--- src/rtl/flag_unit_pkg.sv ---
// Package: shared types for the integer status flag unit.
// Assumes: operation class codes are fixed by the issuing ALU decoder.
package flag_unit_pkg;

    typedef enum logic [2:0] {
        OPC_PASS      = 3'd0,  // plain add / add-immediate / subtract-from
        OPC_ADD_CARRY = 3'd1,  // carrying add / subtract
        OPC_ARITH     = 3'd2,  // add / subtract / negate without carry
        OPC_LOGIC     = 3'd3,  // logical and rotate
        OPC_SHRA      = 3'd4,  // shift right algebraic
        OPC_CLZ       = 3'd5,  // count leading zeros
        OPC_RSV6      = 3'd6,
        OPC_RSV7      = 3'd7
    } op_class_e;

    typedef struct packed {
        logic lt;
        logic gt;
        logic eq;
        logic so;
    } cond_t;

    // True for classes whose result may be recorded
    function automatic logic class_records(op_class_e c);
        return (c == OPC_ADD_CARRY) || (c == OPC_ARITH) || (c == OPC_LOGIC) ||
               (c == OPC_SHRA) || (c == OPC_CLZ);
    endfunction

    // True for classes that may detect overflow
    function automatic logic class_ovf(op_class_e c);
        return (c == OPC_ADD_CARRY) || (c == OPC_ARITH);
    endfunction

endpackage

--- src/rtl/flag_zero_cmp.sv ---
// Module: signed comparison of a result against zero.
// Does: reports less-than, greater-than and equal for either the full
//       width or the low half of the value, chosen by mode_wide.
// Assumes: W is even; the narrow view uses bit W/2-1 as its sign.
module flag_zero_cmp #(
    parameter int W = 64
) (
    input  logic [W-1:0] value,
    input  logic         mode_wide,
    output logic         is_neg,
    output logic         is_pos,
    output logic         is_zero
);
    localparam int HALF = W / 2;

    logic low_zero;
    logic high_zero;
    logic sign_bit;

    // Purpose: reduce each half to a zero indication and pick the sign
    always_comb begin
        low_zero  = ~|value[HALF-1:0];
        high_zero = ~|value[W-1:HALF];
        sign_bit  = mode_wide ? value[W-1] : value[HALF-1];
        is_zero   = low_zero & (high_zero | ~mode_wide);
        is_neg    = sign_bit;
        is_pos    = ~sign_bit & ~is_zero;
    end
endmodule

--- src/rtl/flag_shra_carry.sv ---
// Module: carry of a shift-right-algebraic.
// Does: flags a negative operand that loses at least one 1 bit.
// Assumes: amounts at or above the narrow width in narrow mode shift out
//          every active bit.
module flag_shra_carry #(
    parameter int W = 64
) (
    input  logic [W-1:0]         operand,
    input  logic [$clog2(W)-1:0] amount,
    input  logic                 mode_wide,
    output logic                 carry
);
    localparam int HALF = W / 2;
    localparam logic [W-1:0] LOW_MASK = {{HALF{1'b0}}, {HALF{1'b1}}};

    logic [W-1:0] lost_mask;
    logic         sign_bit;

    // Purpose: build the mask of shifted-out positions and test it
    always_comb begin
        lost_mask = ~({W{1'b1}} << amount);
        if (!mode_wide) begin
            lost_mask = lost_mask & LOW_MASK;
        end
        sign_bit = mode_wide ? operand[W-1] : operand[HALF-1];
        carry    = sign_bit & (|(operand & lost_mask));
    end
endmodule

--- src/rtl/flag_ovf_detect.sv ---
// Module: overflow and carry selection at the active MSB.
// Does: picks the carry pair of the active width and compares it.
// Assumes: index 0 of each carry vector is the narrow MSB, index 1 the wide.
module flag_ovf_detect #(
    parameter int NMODES = 2
) (
    input  logic [NMODES-1:0] cin_msb,
    input  logic [NMODES-1:0] cout_msb,
    input  logic              mode_wide,
    output logic              ovf,
    output logic              carry
);
    logic [NMODES-1:0] mismatch;

    // Purpose: one mismatch detector per supported width
    for (genvar g = 0; g < NMODES; g++) begin : g_mode
        assign mismatch[g] = cin_msb[g] ^ cout_msb[g];
    end

    // Purpose: select the active width's results
    always_comb begin
        ovf   = mismatch[mode_wide];
        carry = cout_msb[mode_wide];
    end
endmodule

--- src/rtl/int_status_flags.sv ---
// Module: integer result status flag unit (top).
// Does: derives and holds the condition field, carry, overflow and sticky
//       summary overflow for each ALU result; a software write port loads
//       the three exception flags and wins over an ALU update.
// Assumes: one result per cycle; op_class codes as in flag_unit_pkg.
module int_status_flags
    import flag_unit_pkg::*;
#(
    parameter int XLEN = 64
) (
    input  logic                    clk,
    input  logic                    rst_n,
    input  logic [2:0]              op_class,
    input  logic                    rec_en,
    input  logic                    ovf_en,
    input  logic                    mode_wide,
    input  logic [XLEN-1:0]         alu_result,
    input  logic [1:0]              carry_into_msb,
    input  logic [1:0]              carry_out_msb,
    input  logic [XLEN-1:0]         shra_operand,
    input  logic [$clog2(XLEN)-1:0] shra_amount,
    input  logic                    sw_we,
    input  logic [2:0]              sw_wdata,
    output logic [3:0]              cond_field,
    output logic                    carry_flag,
    output logic                    ovf_flag,
    output logic                    sum_ovf_flag
);
    localparam int NMODES = 2;

    op_class_e op_e;
    cond_t     cr_q, cr_d;
    logic      ca_q, ca_d;
    logic      ov_q, ov_d;
    logic      so_q, so_d;
    logic      zc_neg, zc_pos, zc_zero;
    logic      shra_ca;
    logic      ovf_raw, add_ca;

    assign op_e = op_class_e'(op_class);

    flag_zero_cmp #(.W(XLEN)) u_zero (
        .value     (alu_result),
        .mode_wide (mode_wide),
        .is_neg    (zc_neg),
        .is_pos    (zc_pos),
        .is_zero   (zc_zero)
    );

    flag_shra_carry #(.W(XLEN)) u_shra (
        .operand   (shra_operand),
        .amount    (shra_amount),
        .mode_wide (mode_wide),
        .carry     (shra_ca)
    );

    flag_ovf_detect #(.NMODES(NMODES)) u_ovf (
        .cin_msb   (carry_into_msb),
        .cout_msb  (carry_out_msb),
        .mode_wide (mode_wide),
        .ovf       (ovf_raw),
        .carry     (add_ca)
    );

    // Purpose: next-state selection; software write has priority
    always_comb begin
        cr_d = cr_q;
        ca_d = ca_q;
        ov_d = ov_q;
        so_d = so_q;
        if (sw_we) begin
            ca_d = sw_wdata[0];
            ov_d = sw_wdata[1];
            so_d = sw_wdata[2];
        end else begin
            if (ovf_en && class_ovf(op_e)) begin
                ov_d = ovf_raw;
                so_d = so_q | ovf_raw;
            end
            if (op_e == OPC_ADD_CARRY) begin
                ca_d = add_ca;
            end else if (op_e == OPC_SHRA) begin
                ca_d = shra_ca;
            end
            if (rec_en && class_records(op_e)) begin
                cr_d.lt = zc_neg & (op_e != OPC_CLZ);
                cr_d.gt = zc_pos;
                cr_d.eq = zc_zero;
                cr_d.so = so_d;
            end
        end
    end

    // Purpose: flag registers with synchronous active-low reset
    always_ff @(posedge clk) begin
        if (!rst_n) begin
            cr_q <= '0;
            ca_q <= 1'b0;
            ov_q <= 1'b0;
            so_q <= 1'b0;
        end else begin
            cr_q <= cr_d;
            ca_q <= ca_d;
            ov_q <= ov_d;
            so_q <= so_d;
        end
    end

    assign cond_field   = cr_q;
    assign carry_flag   = ca_q;
    assign ovf_flag     = ov_q;
    assign sum_ovf_flag = so_q;

    AST_PASS_HOLDS: assert property (@(posedge clk) disable iff (!rst_n)
        (!sw_we && (op_class == 3'd0 || op_class == 3'd6 || op_class == 3'd7))
        |=> $stable({cond_field, carry_flag, ovf_flag, sum_ovf_flag}));

    AST_SO_STICKY: assert property (@(posedge clk) disable iff (!rst_n)
        (sum_ovf_flag && !sw_we) |=> sum_ovf_flag);

    AST_OVERFLOW_SETS_SO: assert property (@(posedge clk) disable iff (!rst_n)
        (!sw_we && ovf_en && (op_class == 3'd1 || op_class == 3'd2) &&
         (carry_into_msb[mode_wide] != carry_out_msb[mode_wide]))
        |=> (ovf_flag && sum_ovf_flag));

    AST_OE_OFF_KEEPS_OV: assert property (@(posedge clk) disable iff (!rst_n)
        (!sw_we && !ovf_en) |=> $stable(ovf_flag));

    AST_NON_ARITH_KEEPS_OV: assert property (@(posedge clk) disable iff (!rst_n)
        (!sw_we && (op_class == 3'd3 || op_class == 3'd4 || op_class == 3'd5))
        |=> ($stable(ovf_flag) && $stable(sum_ovf_flag)));

    AST_CLZ_NO_LT: assert property (@(posedge clk) disable iff (!rst_n)
        (!sw_we && rec_en && op_class == 3'd5) |=> !cond_field[3]);

    AST_ONE_RELATION: assert property (@(posedge clk) disable iff (!rst_n)
        (!sw_we && rec_en && op_class >= 3'd1 && op_class <= 3'd4)
        |=> ($countones(cond_field[3:1]) == 1));

    AST_SW_PRIORITY: assert property (@(posedge clk) disable iff (!rst_n)
        sw_we |=> (({sum_ovf_flag, ovf_flag, carry_flag} == $past(sw_wdata)) &&
                   $stable(cond_field)));

endmodule

--- config.mk ---
export PLATFORM = sky130hd
export DESIGN_NAME = int_status_flags
export DESIGN_NICKNAME = d
export VERILOG_FILES = /design/src/rtl/flag_unit_pkg.sv /design/src/rtl/flag_zero_cmp.sv /design/src/rtl/flag_shra_carry.sv /design/src/rtl/flag_ovf_detect.sv /design/src/rtl/int_status_flags.sv
export SDC_FILE = /design/constraint.sdc
export NUM_CORES = 1
export LEC_CHECK = 0
export BUFFER_PORTS_ARGS = -buffer_cell sky130_fd_sc_hd__buf_2
export CORE_UTILIZATION = 34
export DETAILED_ROUTE_END_ITERATION = 8
export PLACE_DENSITY = 0.84
export SETUP_SLACK_MARGIN = 0.15
export SLEW_MARGIN = 30
export SYNTH_ARGS = -nofsm -noshare
export SYNTH_HDL_FRONTEND = slang
export SYNTH_SLANG_ARGS = --single-unit
--- constraint.sdc ---
create_clock -name clk -period 1.8 [get_ports clk]
set_input_delay 0.09 -clock clk [delete_from_list [all_inputs] [get_ports clk]]
set_output_delay 0.09 -clock clk [all_outputs]
set_load 0.05 [all_outputs]
Word-level counts from Yosys, hierarchy flattened
Index checks and enable logic that the tools add are counted.

word-level totals
  memories = 0
  RAM bits = 0
  register bits = 7
  logic and storage cells = 57
  bits of input ports = 150
  latch bits = 0
  output and inout bits = 7
  memory bits (read-only) = 0

operators by class
  reduce and logical (&&, ||, !) cells = 14
  div/mod/pow operators = 0
  $add $sub $neg = 0
  order comparisons = 1
  shifts and indexed selects = 1
  multipliers = 0
  bitwise logic cells = 14
  equality and inequality tests = 6
  mux-type cells = 14

operators with widths
  operator               count
  $and 64x64->64         1
  $mux 64                1
  $not 64->64            1
  $reduce_or 32->1       2
  $reduce_or 64->1       1
  $shl 64x6->64 const A  1
  $mux 1                 13
  $eq 3x2->1 const B     2
  $eq 3x3->1 const B     2
  $and 1x1->1            4
  $logic_or 1x1->1       4
  $not 1->1              4
  $eq 3x1->1 const B     1
  $ne 3x3->1 const B     1
  $reduce_bool 3->1      1
  $logic_and 1x1->1      2
  $logic_not 1->1        2
  $lt 1x2->1 const B     1
  $or 1x1->1             2
  $reduce_and 2->1       1
  $reduce_bool 2->1      1
  $xor 1x1->1            2

Depth between registers and ports, before layout
  depth after elaboration = 9
  depth in mapped cells = 8

By module
A second synthesis with hierarchy kept.

unflattened totals
  cell total of the unflattened synthesis = 203
  area, all modules = 1418.9 µm²

modules (own cells, without submodules)
  module            times used  area each (µm²)  cells an instance
  flag_shra_carry   1           827.0            133
  int_status_flags  1           374.1            41
  flag_zero_cmp     1           175.2            25
  flag_ovf_detect   1           42.5             4

Least setup slack after synthesis
Ideal clock, no wire load.

  path type = flip-flop to flip-flop
  start point = register carry_flag (netlist name)
  end point = register ca_q (netlist: carry_flag)
  buffers on the path = 0
  slack = 88 ps
  library setup time = 119 ps
  arrival = 1593 ps
  cell stages (with the launch flop) = 7
  cell sequence = dfxtp_1 -> nand3b_1 -> a21oi_1 -> or4_4 -> a2111oi_4 -> a31o_1 -> nand3_1

RTL lines
  what                    RTL line                 source
  end signal: assignment  int_status_flags.sv:98   ca_q <= 1'b0;
  end signal: assignment  int_status_flags.sv:103  ca_q <= ca_d;
  end: declaration        int_status_flags.sv:33   logic ca_q, ca_d;

==> reports/results.tsv <==
stage	metric	value	unit
run_status	run status	complete, no violations	
final_layout	net count of the finished layout	509	
worst_setup_path	cell with the biggest individual delay on the critical path	or4_4	
logic_synthesis	Synth cell types	58	
final_layout	layout filler cell count	384	
detailed_routing	number of iterations in the first detailed-routing pass	5	
cts	post-CTS sizing	0	
floorplanning	width of the chip	65.8	µm
floorplanning	placement row count	22	
logic_synthesis	register area share after synthesis	0.101	
sta	post-layout minimum cycle time	1.57	ns
detailed_routing	ANT nets after route	0	
global_route	antenna violations before repair	0	
placed_design	count of buffers from port buffering	156	
sta	actual slew at the worst max-slew pin	0.352	ns
cts	clock sink count	7	
worst_setup_path	kind of end point of the critical path	flop	
cts	Bufs on Longest Clock Path	2	
logic_synthesis	Post-Syn Area per Cell	6.82	µm²
hold_path	hold crit path type	primary input to flop	
worst_setup_path	startpoint type of the worst setup path	flop	
global_route	vias in the first global route	1990	
cts	Setup Fix Bufs, Post-CTS	0	
power_and_ir_drop	pwr dens	390	nW/µm²
sta	final setup vio count	0	
sta	Max Clock Skew	0.00920	ns
cts	number of buffers inserted by hold repair at cts	0	
cts	TritonCTS buffer count	3	
detailed_routing	mean number of vias per cell	5.80	
global_route	aggregate global routing overflow	0	
global_route	pin count of the biggest net entering global routing	19	
detailed_routing	vias post-DR	2355	
logic_synthesis	most used flip-flop cell after synthesis	dfxtp_1	
final_layout	ratio of cells with drive above 1 in the final layout	0.492	
sta	sum of negative setup slack	0	ns
detailed_routing	DRC violation count after routing	0	
worst_setup_path	reg2reg setup slack	0.23	ns
floorplanning	Die Outline Area	4330	µm²
logic_synthesis	count of synthesis-stage warnings from yosys	0	
sta	RSZ-0062 raised after global routing	false	
sta	ratio of final minimum period to clock period	0.872	
final_layout	Area Overhead vs Synth	65.0	%
worst_setup_path	WP data required	1.92	ns
placed_design	global placer's final weighted congestion	0.937	
detailed_routing	wire length reported by the detailed router	5940	µm
sta	Fmax	637	MHz
power_and_ir_drop	Max VDD drop	0.000455	V
detailed_routing	drt wl/cell	14.6	µm
logic_synthesis	number of synthesized flops with an enable pin	0	
logic_synthesis	combined area of all synthesized cells	1380	µm²
worst_setup_path	origin of the worst setup path	carry_flag	
placed_design	post-DP HPWL	4940	µm
worst_setup_path	slowest stage delay, CP	0.53	ns
global_route	Total GRT Usage	0.257	
global_route	global-route wire length before repair	8830	µm
logic_synthesis	Post-synth ARST share	0	
sta	relative slew slack	0.763	
worst_setup_path	critical path cell sequence	nand3b_1, a21oi_1, or4_4, a2111oi_4, a31o_1, nand3_1	
floorplanning	core region area	3770	µm²
cts	TritonCTS clock tree	done	
hold_path	startpoint of the lowest-slack hold path	sw_wdata[1]	
placed_design	Inst Count DP	402	
final_layout	ant diodes	0	
floorplanning	number of ports placed on the die boundary	157	
worst_setup_path	reg-to-reg startpoint	carry_flag	
sta	Pins Over Slew Limit	0	
cts	clock-pin transition on the worst setup and hold timing paths	0.05	ns
cts	clock root buffer master	clkbuf_8	
final_layout	non-filler cells, final	406	
logic_synthesis	gate count of the mapped netlist	203	
job	maximum capacitance violations	0	
cts	Clock Latency Late Sink	0.24	ns
cts	H-tree depth	1	
sta	Hold Vio Cnt, Final	0	
worst_setup_path	Crit Path Max Fanout	2	
floorplanning	initial core utilization	0.367	
logic_synthesis	FF+latch count, synth	7	
floorplanning	Die Y-Extent	65.8	µm
worst_setup_path	data arrival time of the critical path	1.69	ns
power_and_ir_drop	standby leakage power	0.00109	µW
detailed_routing	Detailed Route Iter0 Violations	209	
worst_setup_path	classification of the worst setup path	flop to flop	
logic_synthesis	post-synth net total	353	
-- sequential cells by signal, indices dropped and copies added, names as in the netlist --
name	flops
carry_flag	1
cond_field	4
ovf_flag	1
sum_ovf_flag	1
-- kinds of logic (layout without fill, tap and decap cells) --
| logic type | count (synthesis) | count (layout) | share of synthesized area |
|---|---|---|---|
| flip-flops | 7 | 7 | 0.101 |
| buffers and inverters | 20 | 175 | 0.0597 |
| XOR/XNOR | 4 | 4 | 0.0253 |
| adder cells (fa/ha/maj) | 1 | 1 | 0.00723 |
| multiplexers | 3 | 3 | 0.0226 |
| AO/OA/AOI/OAI | 93 | 93 | 0.474 |
| AND/OR/NAND/NOR | 75 | 75 | 0.310 |
-- through the flow --
step / util / power, µW / cell area, µm² / worst slack, ns / hold WS [ns]
5_1_grt: 0.606 / 945 / 2280 / 0.172 / 0.174
3_5_place_dp: 0.593 / 652 / 2240 / 0.107 / 0.393
3_3_place_gp: 0.593 / 649 / 2240 / 0.121 / 0.391
2_1_floorplan: - / 407 / 1390 / 0.202 / 0.246
6_report: 0.606 / 891 / 2280 / 0.231 / 0.145
4_1_cts: 0.605 / 889 / 2280 / 0.235 / 0.147
-- layout by cell type (no fill, tap or decap), types with 3 or more instances in the layout --
cell,synthesis,routed
nand3_1,6,6
o21a_1,7,7
o21ai_0,20,20
nor4_1,20,20
a311o_1,3,3
a21oi_1,18,18
nand4_1,8,8
a31oi_1,5,5
o22ai_1,5,5
clkbuf_8,0,3
o31ai_1,3,3
inv_1,5,5
nor3_1,7,7
nand2b_1,4,4
buf_2,6,156
dfxtp_1,7,6
nand2_1,8,8
nor2_1,7,7
buf_4,0,10
-- per-layer routing --
| metal | track usage | part of all wire |
|---|---|---|
| met2 | 0.417 | 0.46 |
| met4 | 0.0625 | 0.0067 |
| met1 | 0.347 | 0.44 |
| met5 | 0 | 0 |
| met3 | 0.0431 | 0.092 |
-- critical path, delay by kind of cell (launching register included) --
kind               cells  cell delay, ns
and+or+nand+nor        3            0.69
DFF                    1            0.32
AOI/OAI and AO/OA      3            0.44
-- report_power, final --
group	switching (µW)	total, µW	internal [µW]
clock network	77.1	231	154
registers	6.47	175	169
logic	254	485	231
-- Yosys cell counts, types with 3 or more instances --
master / n / area share
o21ai_0: 20 / 0.072
nand2b_1: 4 / 0.018
dfxtp_1: 7 / 0.10
o22ai_1: 5 / 0.023
nor2_1: 7 / 0.019
nor4_1: 20 / 0.090
nand3_1: 6 / 0.022
a311o_1: 3 / 0.022
nand2_1: 8 / 0.022
o21a_1: 7 / 0.038
a21oi_1: 18 / 0.065
inv_1: 5 / 0.014
o31ai_1: 3 / 0.016
nand4_1: 8 / 0.036
a31oi_1: 5 / 0.023
clkbuf_1: 9 / 0.024
buf_2: 6 / 0.022
nor3_1: 7 / 0.025
-- final cells by class --
type	count	area, µm²	share of cell area
Multi-Input combinational cell	176	1160	0.509
Timing Repair Buffer	166	856	0.375
Tap cell	48	60.1	0.0263
Sequential cell	7	141	0.0619
Inverter	5	18.8	0.00822
Clock buffer	4	45.0	0.0197
-- worst paths after layout --
kind	endpoint	cells after the start
hold reg to reg	cond_field[3]	2
setup reg to reg	carry_flag	6
setup / recovery	carry_flag	6
hold / removal	ovf_flag	3
(Power assumes the default switching activity.)
